### src/rtl/los_pkg.sv
package los_pkg;
  localparam int unsigned DEF_LOS_RUN   = 175;
  localparam int unsigned DEF_WIN       = 32;
  localparam int unsigned DEF_MIN_MARKS = 4;
  localparam int unsigned DEF_MAX_ZRUN  = 15;

  typedef struct packed {
    logic enough_marks;
    logic gaps_short;
  } density_t;
endpackage

### src/rtl/los_space_run.sv
module los_space_run #(
  parameter int unsigned RUN_LIMIT = 175
) (
  input  logic clk,
  input  logic rst,
  input  logic bit_valid,
  input  logic bit_val,
  output logic run_hit
);
  localparam int unsigned RW = $clog2(RUN_LIMIT + 1);

  logic [RW-1:0] run_q, run_d;

  always_comb begin
    run_d = run_q;
    if (bit_valid) begin
      if (bit_val)                    run_d = '0;
      else if (run_q != RW'(RUN_LIMIT)) run_d = run_q + RW'(1);
    end
  end

  assign run_hit = bit_valid && !bit_val && (run_d == RW'(RUN_LIMIT));

  always_ff @(posedge clk) begin
    if (rst) run_q <= '0;
    else     run_q <= run_d;
  end
endmodule

### src/rtl/los_density_window.sv
module los_density_window
  import los_pkg::*;
#(
  parameter int unsigned WIN       = 32,
  parameter int unsigned MIN_MARKS = 4,
  parameter int unsigned MAX_ZRUN  = 15
) (
  input  logic     clk,
  input  logic     rst,
  input  logic     bit_valid,
  input  logic     bit_val,
  output density_t dens_next
);
  localparam int unsigned CW = $clog2(WIN + 1);

  logic [WIN-1:0] win_q, win_d;
  logic [CW-1:0]  cnt_q, cnt_d;
  logic [CW-1:0]  run_v, longest_v;

  always_comb begin
    win_d = win_q;
    cnt_d = cnt_q;
    if (bit_valid) begin
      win_d = {win_q[WIN-2:0], bit_val};
      cnt_d = cnt_q + CW'(bit_val) - CW'(win_q[WIN-1]);
    end
  end

  always_comb begin
    run_v     = '0;
    longest_v = '0;
    for (int i = 0; i < int'(WIN); i++) begin
      if (win_d[i]) begin
        run_v = '0;
      end else begin
        run_v = run_v + CW'(1);
        if (run_v > longest_v) longest_v = run_v;
      end
    end
  end

  assign dens_next.enough_marks = (cnt_d >= CW'(MIN_MARKS));
  assign dens_next.gaps_short   = (longest_v <= CW'(MAX_ZRUN));

  always_ff @(posedge clk) begin
    if (rst) begin
      win_q <= '0;
      cnt_q <= '0;
    end else begin
      win_q <= win_d;
      cnt_q <= cnt_d;
    end
  end
endmodule

### src/rtl/los_detector.sv
module los_detector
  import los_pkg::*;
#(
  parameter int unsigned LOS_RUN   = DEF_LOS_RUN,
  parameter int unsigned WIN       = DEF_WIN,
  parameter int unsigned MIN_MARKS = DEF_MIN_MARKS,
  parameter int unsigned MAX_ZRUN  = DEF_MAX_ZRUN
) (
  input  logic clk,
  input  logic rst,
  input  logic in_valid,
  output logic in_ready,
  input  logic in_bit,
  output logic out_valid,
  output logic out_bit,
  output logic los
);
  logic     run_hit;
  density_t dens;
  logic     los_q, ov_q, ob_q;

  assign in_ready = 1'b1;

  los_space_run #(.RUN_LIMIT(LOS_RUN)) u_run (
    .clk(clk), .rst(rst), .bit_valid(in_valid), .bit_val(in_bit),
    .run_hit(run_hit)
  );

  los_density_window #(.WIN(WIN), .MIN_MARKS(MIN_MARKS), .MAX_ZRUN(MAX_ZRUN)) u_win (
    .clk(clk), .rst(rst), .bit_valid(in_valid), .bit_val(in_bit),
    .dens_next(dens)
  );

  always_ff @(posedge clk) begin
    if (rst) begin
      los_q <= 1'b1;
      ov_q  <= 1'b0;
      ob_q  <= 1'b0;
    end else begin
      ov_q <= in_valid;
      if (in_valid) begin
        ob_q <= in_bit;
        if (run_hit)                                    los_q <= 1'b1;
        else if (dens.enough_marks && dens.gaps_short)  los_q <= 1'b0;
      end
    end
  end

  assign los       = los_q;
  assign out_valid = ov_q;
  assign out_bit   = ob_q;
endmodule

### config.mk
export PLATFORM = sky130hd
export DESIGN_NAME = los_detector
export DESIGN_NICKNAME = d
export VERILOG_FILES = /design/src/rtl/los_pkg.sv /design/src/rtl/los_space_run.sv /design/src/rtl/los_density_window.sv /design/src/rtl/los_detector.sv
export SDC_FILE = /design/constraint.sdc
export NUM_CORES = 1
export LEC_CHECK = 0
export ABC_AREA = 1
export BUFFER_PORTS_ARGS = -buffer_cell sky130_fd_sc_hd__buf_2
export CORE_UTILIZATION = 60
export DETAILED_ROUTE_END_ITERATION = 8
export GPL_TIMING_DRIVEN = 1
export PLACE_DENSITY = 0.76
export SETUP_SLACK_MARGIN = 0.5
export SLEW_MARGIN = 20
export SYNTH_ARGS = -nofsm -noshare
export SYNTH_HDL_FRONTEND = slang
export SYNTH_SLANG_ARGS = --single-unit
### constraint.sdc
create_clock -name clk -period 39.7 [get_ports clk]
set_input_delay 1.985 -clock clk [delete_from_list [all_inputs] [get_ports clk]]
set_output_delay 1.985 -clock clk [all_outputs]
set_load 0.02 [all_outputs]
; ---- After elaboration in Yosys (flattened, before gate mapping)
; Index checks and enable logic that the tools add are counted.
[op_classes]
order_cmp = 33
reduce_logical = 6
add_sub_neg = 34
n_eq_ne = 2
mux = 100
[ops]
columns = cell, count
row1 = $mux 6, 93
row2 = $add 6x1->6 const B, 30
row3 = $gt 6x6->1, 30
row4 = $mux 32, 1
row5 = $mux 8, 3
row6 = $add 8x1->8 const B, 1
row7 = $eq 8x8->1 const B, 1
row8 = $ne 8x8->1 const B, 1
row9 = $add 6x1->6, 1
row10 = $ge 6x3->1 const B, 1
row11 = $gt 6x1->1, 1
row12 = $le 6x4->1 const B, 1
row13 = $sub 6x1->6, 1
row14 = $logic_and 1x1->1, 3
row15 = $mux 1, 3
row16 = $add 1x1->2 const B, 1
row17 = $reduce_and 2->1, 1
row18 = $reduce_bool 2->1, 1
row19 = $logic_not 1->1, 1
[word_totals]
regBits = 49

; ---- Logic depth before layout (Yosys ltp)
; Gate-level depths: netlist of run 1.
[logic_depth]
ltp_word = 100
mapped_depth = 297
mapped_depth_nobuf = 289

; ---- Modules after synthesis
; From an unflattened synthesis of run 1, not the netlist that was laid out.
[unflattened]
hier_cells = 2218
area_unflattened_um2 = 11852.6
[by_module_without_submodules]
columns = mod, seq_area_each_um2, cells_each, n_inst, area_per_inst_um2
row1 = los_density_window, 760.7, 2109, 1, 11173.2
row2 = los_space_run, 160.2, 92, 1, 560.5
row3 = los_detector, 60.1, 17, 1, 118.9

; ---- Least setup slack after synthesis of run 1
; OpenSTA, ideal clock, no wires.
[synth_timing]
path_kind = input to register
startpoint = in in_valid
endpoint = reg los_q (netlist: los)
setup_time_ns = 0.115
setup_slack_ns = 8.566
stages = 247
arrival_time_ns = 31.020
n_path_buf = 8
cell_sequence = buf_6 > buf_12 > buf_4 > buf_6 > o21ai_0 > inv_1 > ha_1 > inv_1 > ha_1 > inv_12 > nor2_4 > nand3_2 > nand2_1 > inv_1 > ha_1 > nand2_1 > o21ai_0 > o21ai_0 > (+211 left out) > a21oi_1 > nor2_1 > nor2_2 > nand2_2 > nand2_2 > nand2_1 > o21ai_2 > ha_1 > a21oi_1 > o21ai_0 > a211oi_1 > nor2_1 > inv_1 > o21ai_0 > a21oi_1 > nand2_1 > nand2_1 > nand2_1
[synth_between]
elab_chain_cells = 100
[synth_lines]
columns = element, line_no
row1 = start: declaration, los_detector.sv:11  ; input logic in_valid,
row2 = $mux 32 (*), los_density_window.sv:23  ; if (bit_valid) begin
row3 = via u_win.win_d[0], los_density_window.sv:16  ; logic [WIN-1:0] win_q, win_d;
row4 = $mux 1 (*), los_density_window.sv:33  ; if (win_d[i]) begin
row5 = $add 1x1->2, los_density_window.sv:36  ; run_v = run_v + CW'(1);
row6 = $gt 6x1->1, los_density_window.sv:37  ; if (run_v > longest_v) longest_v = run_v;
row7 = $mux 6, los_density_window.sv:37
row8 = $mux 6, los_density_window.sv:33
row9 = $gt 6x6->1, los_density_window.sv:37
row10 = (+85 left out), --
row11 = $mux 6, los_density_window.sv:33
row12 = $gt 6x6->1, los_density_window.sv:37
row13 = $mux 6, los_density_window.sv:37
row14 = $mux 6 (*), los_density_window.sv:33
row15 = $le 6x4->1 (*), los_density_window.sv:43  ; assign dens_next.gaps_short = (longest_v <= CW'(MAX_ZRUN));
row16 = $logic_and 1x1->1 (*), los_detector.sv:44  ; else if (dens.enough_marks && dens.gaps_short) los_q <= 1'b0;
row17 = $reduce_bool 2->1 (no line) (*), --
row18 = $reduce_and 2->1 (no line) (*), --
row19 = end signal: assignment, los_detector.sv:36  ; los_q <= 1'b1;
row20 = end signal: assignment, los_detector.sv:43  ; if (run_hit) los_q <= 1'b1;
row21 = end signal: assignment, los_detector.sv:44
row22 = end: declaration, los_detector.sv:20  ; logic los_q, ov_q, ob_q;
; The timed path passes the listed nets; every way through them passes the cells marked *.
; A chain may end at the register's enable or synchronous reset.

; ---- Final worst setup path of run 1
; Ends and elaborated chain as after synthesis.

==> results.txt, run 1 <==
Post-cts resize count - 0
Sw Ratio - 59.9%
Avg Cell Area, Syn - 5.54 sq um
Pre-CTS WS - 4.50 ns
# setup viols final - 0
Worst hold endpoint - los$_SDFFE_PP1P_
Combinational share of power - 91.1%
Final worst setup slack - 4.65 ns
Critical path class - primary input to flop
Vias in the first global route - 11.1k
Detailed Route WL - 25.7 mm
Final std cell area, no fill - 12500 sq um
MaxCap Viol Count - 0
Static Leak - 7.61 nW
Die extent in y - 143 um
Clk sinks - 49
Die width - 143 um
Crit-path most repeated cell - inv_1
Ant. Diodes - 0
Vias per cell - 5.00
Synth top area share - 15.6%
Nets@finish - 2320
Hold_sp - los$_SDFFE_PP1P_
Post-synth cell types - 59
Num CTS Buffers - 5
Worst path arrival time - 35.22 ns
Synth Instances - 2160
Switching pwr - 649 uW
Placed cell area - 12400 sq um
Core Footprint - 19500 sq um
Worst-Skew Late Latency - 0.28 ns
CTS Hold Bufs - 0
Main area contributors after synthesis - nand2_1, inv_1, nand3_1
FP Rows - 51
HP Class - flop to flop
FILL cells - 1962
Top delay family on crit path - simple AND/OR/NAND/NOR gates
Slowest-stage cell, CP - buf_4
Via count - 12.4k
Flop pwr share - 5.0%
Clock root buffer - clkbuf_16
Count leader, synth - nand2_1
Slew headroom - 41.6%
Tmin final - 35.05 ns
I/O pins - 8
Largest fanout on the critical path - 44
RSZ-0062 raised after global routing - false
# port buffers - 6
Startpoint types - primary input
Int Pwr - 434 uW
Routability cong. - 0.859
Synthesized area - 12000 sq um
Worst Skew - 0.00405 ns
Die ar. - 20500 sq um
Initial antenna violation count - 0
Post-synthesis register bit count - 49
Reg2reg setup slack - 6.74 ns
Total GRT Usage - 25.9%
Area Growth Syn to Fin - 4.62%
Multi-input logic area - 9210 sq um
Starting density of the core - 61.3%
Peak supply drop - 0.0000399 V
Critical R2R Launch - u_win.win_q[0]$_SDFF_PP0_
Final ANT Viol Nets - 0
First-pass GRT wire length - 45.9 mm
Hold Slack - 0.470 ns
Number of flops mapped to enable cells by yosys - 0
Final hold violations - 0
# DRC - 0
CP endpoint kind - flop
Drt wl/cell - 10.4 um
Largest net degree at the start of global routing - 50
Warnings from Yosys - 0
Worst Tran Pin Value - 0.875 ns
DPL Wire Length - 21.4 mm
TritonCTS clock tree - built
Register area share after synthesis - 8.20%
Final total power - 1.08 mW
Setup_tns - 0 ns
Clock tree buffer depth - 2
Worst Reg-to-Reg Cells - 238
Clock power frac - 3.8%
Max Clk Rate - 0.0285 GHz
Setup bufs post-CTS - 0
Yosys top cell by area - nand2_1
Post-synthesis async set-or-reset flop share - 0%
Commonest cells in the netlist - nand2_1, inv_1, nand3_1
Result of the run - finished clean
CP required - 39.87 ns
PwrDens - 86.6 nW/um^2
Flip-flop and latch area - 981 sq um
Clock slew at reported path FFs - 0.06 ns
1st-pass router iterations - 5
Worst hold path cell count - 2
Starting DRC count in detailed routing - 538
Post-route clock period utilization - 88.3%
Final Slew Violations - 0
CTS HTree Levels - 2
CP Buf/Inv Count - 50
Primary FF master, synth - dfxtp_1
CP peak stage delay - 0.42 ns
Grt ovf - 0
Share of post-route cells with drive strength above 1 - 13.6%
R2r endpoint - los$_SDFFE_PP1P_
## cells in the final DEF (no fill, tap or decap), drive strengths merged, types with 2 or more instances in the layout
cell type    n
xor2         4
nor2       266
a31oi        5
nor3         7
o211ai       5
a211oi       3
nand4        6
clkinv       4
o21bai      35
inv        468
nand2      629
clkbuf       7
buf          8
xnor2        4
o21a        20
o21ai      125
mux2i        2
dfxtp       49
nand3b       2
nor4         3
o22ai        4
or2         26
nand3      313
a21oi       37
conb        53
ha         108
## how the worst max path moves through the flow
stage | from | to | cells after the start
6_report | in_valid | los$_SDFFE_PP1P_ | 240
5_1_grt | in_valid | los$_SDFFE_PP1P_ | 244
4_1_cts | in_valid | los$_SDFFE_PP1P_ | 240
3_5_place_dp | in_valid | los$_SDFFE_PP1P_ | 240
3_3_place_gp | in_valid | los$_SDFFE_PP1P_ | 242
2_1_floorplan | in_valid | los$_SDFFE_PP1P_ | 247
## worst min-delay path, delay by kind of cell, from the launching register on
family / cells / cell delay (ns)
flip-flops: 1 / 0.32
AND/OR/NAND/NOR: 2 / 0.11
## power groups by stage
stage | combinational, mW | clock, mW | sequential (mW)
final | 0.987 | 0.0416 | 0.0547
after floorplan | 0.836 | 0 | 0.0558
after detailed placement | 0.983 | 0 | 0.0557
after global routing | 1.14 | 0.0443 | 0.0549
after CTS | 0.988 | 0.0423 | 0.0546
after global placement | 0.956 | 0 | 0.0557
## cell type report
type | count | share of cell area [%]
Multi-Input combinational cell | 1670 | 73.6
Inverter | 473 | 14.5
Sequential cell | 49 | 7.84
Tap cell | 265 | 2.65
Clock buffer | 7 | 1.14
Timing Repair Buffer | 8 | 0.360
## state kept, by name, indices dropped and copies added, names as in the netlist
name         cells
out_bit          1
u_win.win_q     32
u_win.cnt_q      6
u_run.run_q      8
out_valid        1
los              1
## layer usage
layer	wire (um)	global-route usage, %	vias to the layer above
li1	-	-	6802
met1	12600	33.2	5410
met2	12400	47.9	121
met3	514	2.01	19
met4	150	3.92	0
met5	0	0	-
## stage by stage
step                      cells  util [%]
final                      2472      64.1
after detailed placement   2465      63.4
after CTS                  2472      64.1
after global routing       2472      64.1
after floorplan            2211         -
after global placement     2465      63.4
## kinds of logic after synthesis
| group | Yosys count | share of synthesized area [%] |
|---|---|---|
| DFF | 49 | 8.20 |
| other | 2 | 0.0628 |
| adders and majority gates | 109 | 11.5 |
| buffers and inverters | 492 | 16.4 |
| muxes | 2 | 0.272 |
| AOI/OAI and AO/OA | 243 | 12.1 |
| xor gates and xnor gates | 8 | 0.586 |
| and+or+nand+nor | 1255 | 50.9 |
(Power assumes the default switching activity.)
==> run 2, diff against run 1 <==
--- a/config.mk
+++ b/config.mk
@@ -8,6 +8,7 @@
 export ABC_AREA = 1
 export BUFFER_PORTS_ARGS = -buffer_cell sky130_fd_sc_hd__buf_2
 export CORE_UTILIZATION = 60
+export CTS_BUF_LIST = sky130_fd_sc_hd__clkbuf_16
 export DETAILED_ROUTE_END_ITERATION = 8
 export GPL_TIMING_DRIVEN = 1
 export PLACE_DENSITY = 0.76
==> run 2 against run 1 <==
Critical path depth unchanged; worst setup slack worse by 0.0082 ns; clock power is 5.3% lower; global-route usage hardly changed; combinational power hardly changed; final area is essentially flat; clock skew up 0.0017 ns; die area is the same; cell count unchanged; total power is 0.16% lower; clock-buffer cell count is 2 lower; hold slack barely moved; critical path type unchanged.
==> results.txt, run 2 (same netlist as run 1, synthesis figures left out) <==
Post-route clock period utilization - 88.3% (about the same)
Int Pwr - 432 uW (was 434 uW)
Final hold violations - 0 (unchanged)
CP endpoint kind - flop (unchanged)
Worst-Skew Late Latency - 0.29 ns (was 0.28 ns)
Most frequent cells in the layout - nand2_1, inv_1, nand3_1 (unchanged)
Final total power - 1.08 mW (about the same)
Drt wl/cell - 10.4 um (about the same)
Switching pwr - 650 uW (was 649 uW)
Nets@finish - 2320 (unchanged)
Clock slew at reported path FFs - 0.06 ns (about the same)
Pre-CTS WS - 4.50 ns (unchanged)
Initial antenna violation count - 0 (unchanged)
Num CTS Buffers - 5 (unchanged)
Die extent in y - 143 um (unchanged)
Worst path arrival time - 35.23 ns (was 35.22 ns)
Result of the run - finished clean (unchanged)
Largest fanout on the critical path - 44 (unchanged)
CP peak stage delay - 0.42 ns (about the same)
Post-cts resize count - 0 (unchanged)
FP Rows - 51 (unchanged)
Startpoint types - primary input (unchanged)
Final worst setup slack - 4.64 ns (was 4.65 ns)
Worst Tran Pin Value - 0.888 ns (was 0.875 ns)
Final Slew Violations - 0 (unchanged)
Clock root buffer - clkbuf_16 (unchanged)
Via count - 12.4k (about the same)
Starting DRC count in detailed routing - 549 (was 538)
Critical path class - primary input to flop (unchanged)
Setup_tns - 0 ns (unchanged)
Slowest-stage cell, CP - buf_4 (unchanged)
Post-layout util - 64.1% (about the same)
Tmin final - 35.06 ns (was 35.05 ns)
Hold Slack - 0.470 ns (about the same)
Final std cell area, no fill - 12500 sq um (about the same)
Share of post-route cells with drive strength above 1 - 13.6% (about the same)
Ant. Diodes - 0 (unchanged)
Setup bufs post-CTS - 0 (unchanged)
TritonCTS clock tree - built (unchanged)
First-pass GRT wire length - 46.0 mm (was 45.9 mm)
Area Growth Syn to Fin - 4.54% (was 4.62%)
CTS Hold Bufs - 0 (unchanged)
Routability cong. - 0.859 (unchanged)
# DRC - 0 (unchanged)
Detailed Route WL - 25.7 mm (about the same)
Clock tree buffer depth - 2 (unchanged)
Max Clk Rate - 0.0285 GHz (about the same)
Clk sinks - 49 (unchanged)
Worst Skew - 0.00578 ns (was 0.00405 ns)
Sw Ratio - 60.1% (was 59.9%)
I/O pins - 8 (unchanged)
Largest register FFs - 32 (unchanged)
1st-pass router iterations - 5 (unchanged)
Crit-path most repeated cell - inv_1 (unchanged)
Grt ovf - 0 (unchanged)
Total GRT Usage - 26.0% (was 25.9%)
# setup viols final - 0 (unchanged)
Vias per cell - 5.00 (about the same)
Combinational share of power - 91.3% (was 91.1%)
Static Leak - 7.61 nW (about the same)
Biggest register - u_win.win_q (unchanged)
Core Footprint - 19500 sq um (unchanged)
Placed cell area - 12400 sq um (unchanged)
Clock power frac - 3.6% (was 3.8%)
CTS HTree Levels - 2 (unchanged)
DPL Wire Length - 21.4 mm (unchanged)
Largest net degree at the start of global routing - 50 (unchanged)
Vias in the first global route - 11.1k (about the same)
Peak supply drop - 0.0000399 V (about the same)
Die width - 143 um (unchanged)
MaxCap Viol Count - 0 (unchanged)
Slew headroom - 40.8% (was 41.6%)
HP Class - flop to flop (unchanged)
CP required - 39.87 ns (about the same)
Die ar. - 20500 sq um (unchanged)
Top Registers - u_win.win_q (32), u_run.run_q (8), u_win.cnt_q (6) (unchanged)
Post-Place Cells - 2465 (unchanged)
PwrDens - 86.5 nW/um^2 (was 86.6 nW/um^2)
RSZ-0062 raised after global routing - false (unchanged)
Flop pwr share - 5.1% (was 5.0%)
# port buffers - 6 (unchanged)
Final ANT Viol Nets - 0 (unchanged)
Starting density of the core - 61.3% (unchanged)
Most common cell after layout, fill and taps aside - nand2_1 (unchanged)
Fin cells - 2472 (unchanged)
run 2: changes by cell type in the layout (fill, tap and decap cells not counted):
cell      previous run  this run
clkbuf_8             1         0
clkbuf_1             1         0
clkinv_1             0         1
inv_1              435       436
run 2: layout make-up:
| class | instances | area (sq um) |
|---|---|---|
| Fill cell | 1968 | 7020 |
| Timing Repair Buffer | 8 | 45.0 |
| Multi-Input combinational cell | 1670 | 9210 |
| Inverter | 473 | 1810 |
| Sequential cell | 49 | 981 |
| Clock buffer | 5 | 125 |
| Tap cell | 265 | 332 |
| Clock inverter | 2 | 7.51 |
run 2: critical path, delay by kind of cell:
family | cells | cell delay (ns)
buffers and inverters | 50 | 3.50
adder cells (fa/ha/maj) | 30 | 8.78
AO/OA/AOI/OAI | 57 | 9.27
AND/OR/NAND/NOR | 103 | 11.66
run 2: path summary, 6_finish.rpt:
path	startpoint	end	slack, ns	cells past startpoint
worst min-delay path	los$_SDFFE_PP1P_	los$_SDFFE_PP1P_	0.47	2
worst max register to register	u_win.win_q[0]$_SDFF_PP0_	los$_SDFFE_PP1P_	6.74	238
worst min register to register	los$_SDFFE_PP1P_	los$_SDFFE_PP1P_	0.47	2
worst max-delay path	in_valid	los$_SDFFE_PP1P_	4.64	240
run 2: power groups by stage:
stage          Sequential, mW  Combinational [mW]  Clock [mW]
6_report               0.0546               0.988      0.0394
5_1_grt                0.0549                1.14      0.0418
2_1_floorplan          0.0558               0.836           0
3_3_place_gp           0.0557               0.956           0
4_1_cts                0.0546               0.988      0.0401
3_5_place_dp           0.0557               0.983           0
run 2: per-layer routing:
metal / wire, um / part of all wire [%] / global-route usage, % / vias up
met1: 12700 / 49 / 33.3 / 5411
met3: 491 / 1.9 / 1.98 / 19
li1: - / - / - / 6803
met5: 0 / 0 / 0 / -
met2: 12400 / 48 / 48.0 / 121
met4: 158 / 0.61 / 3.47 / 0
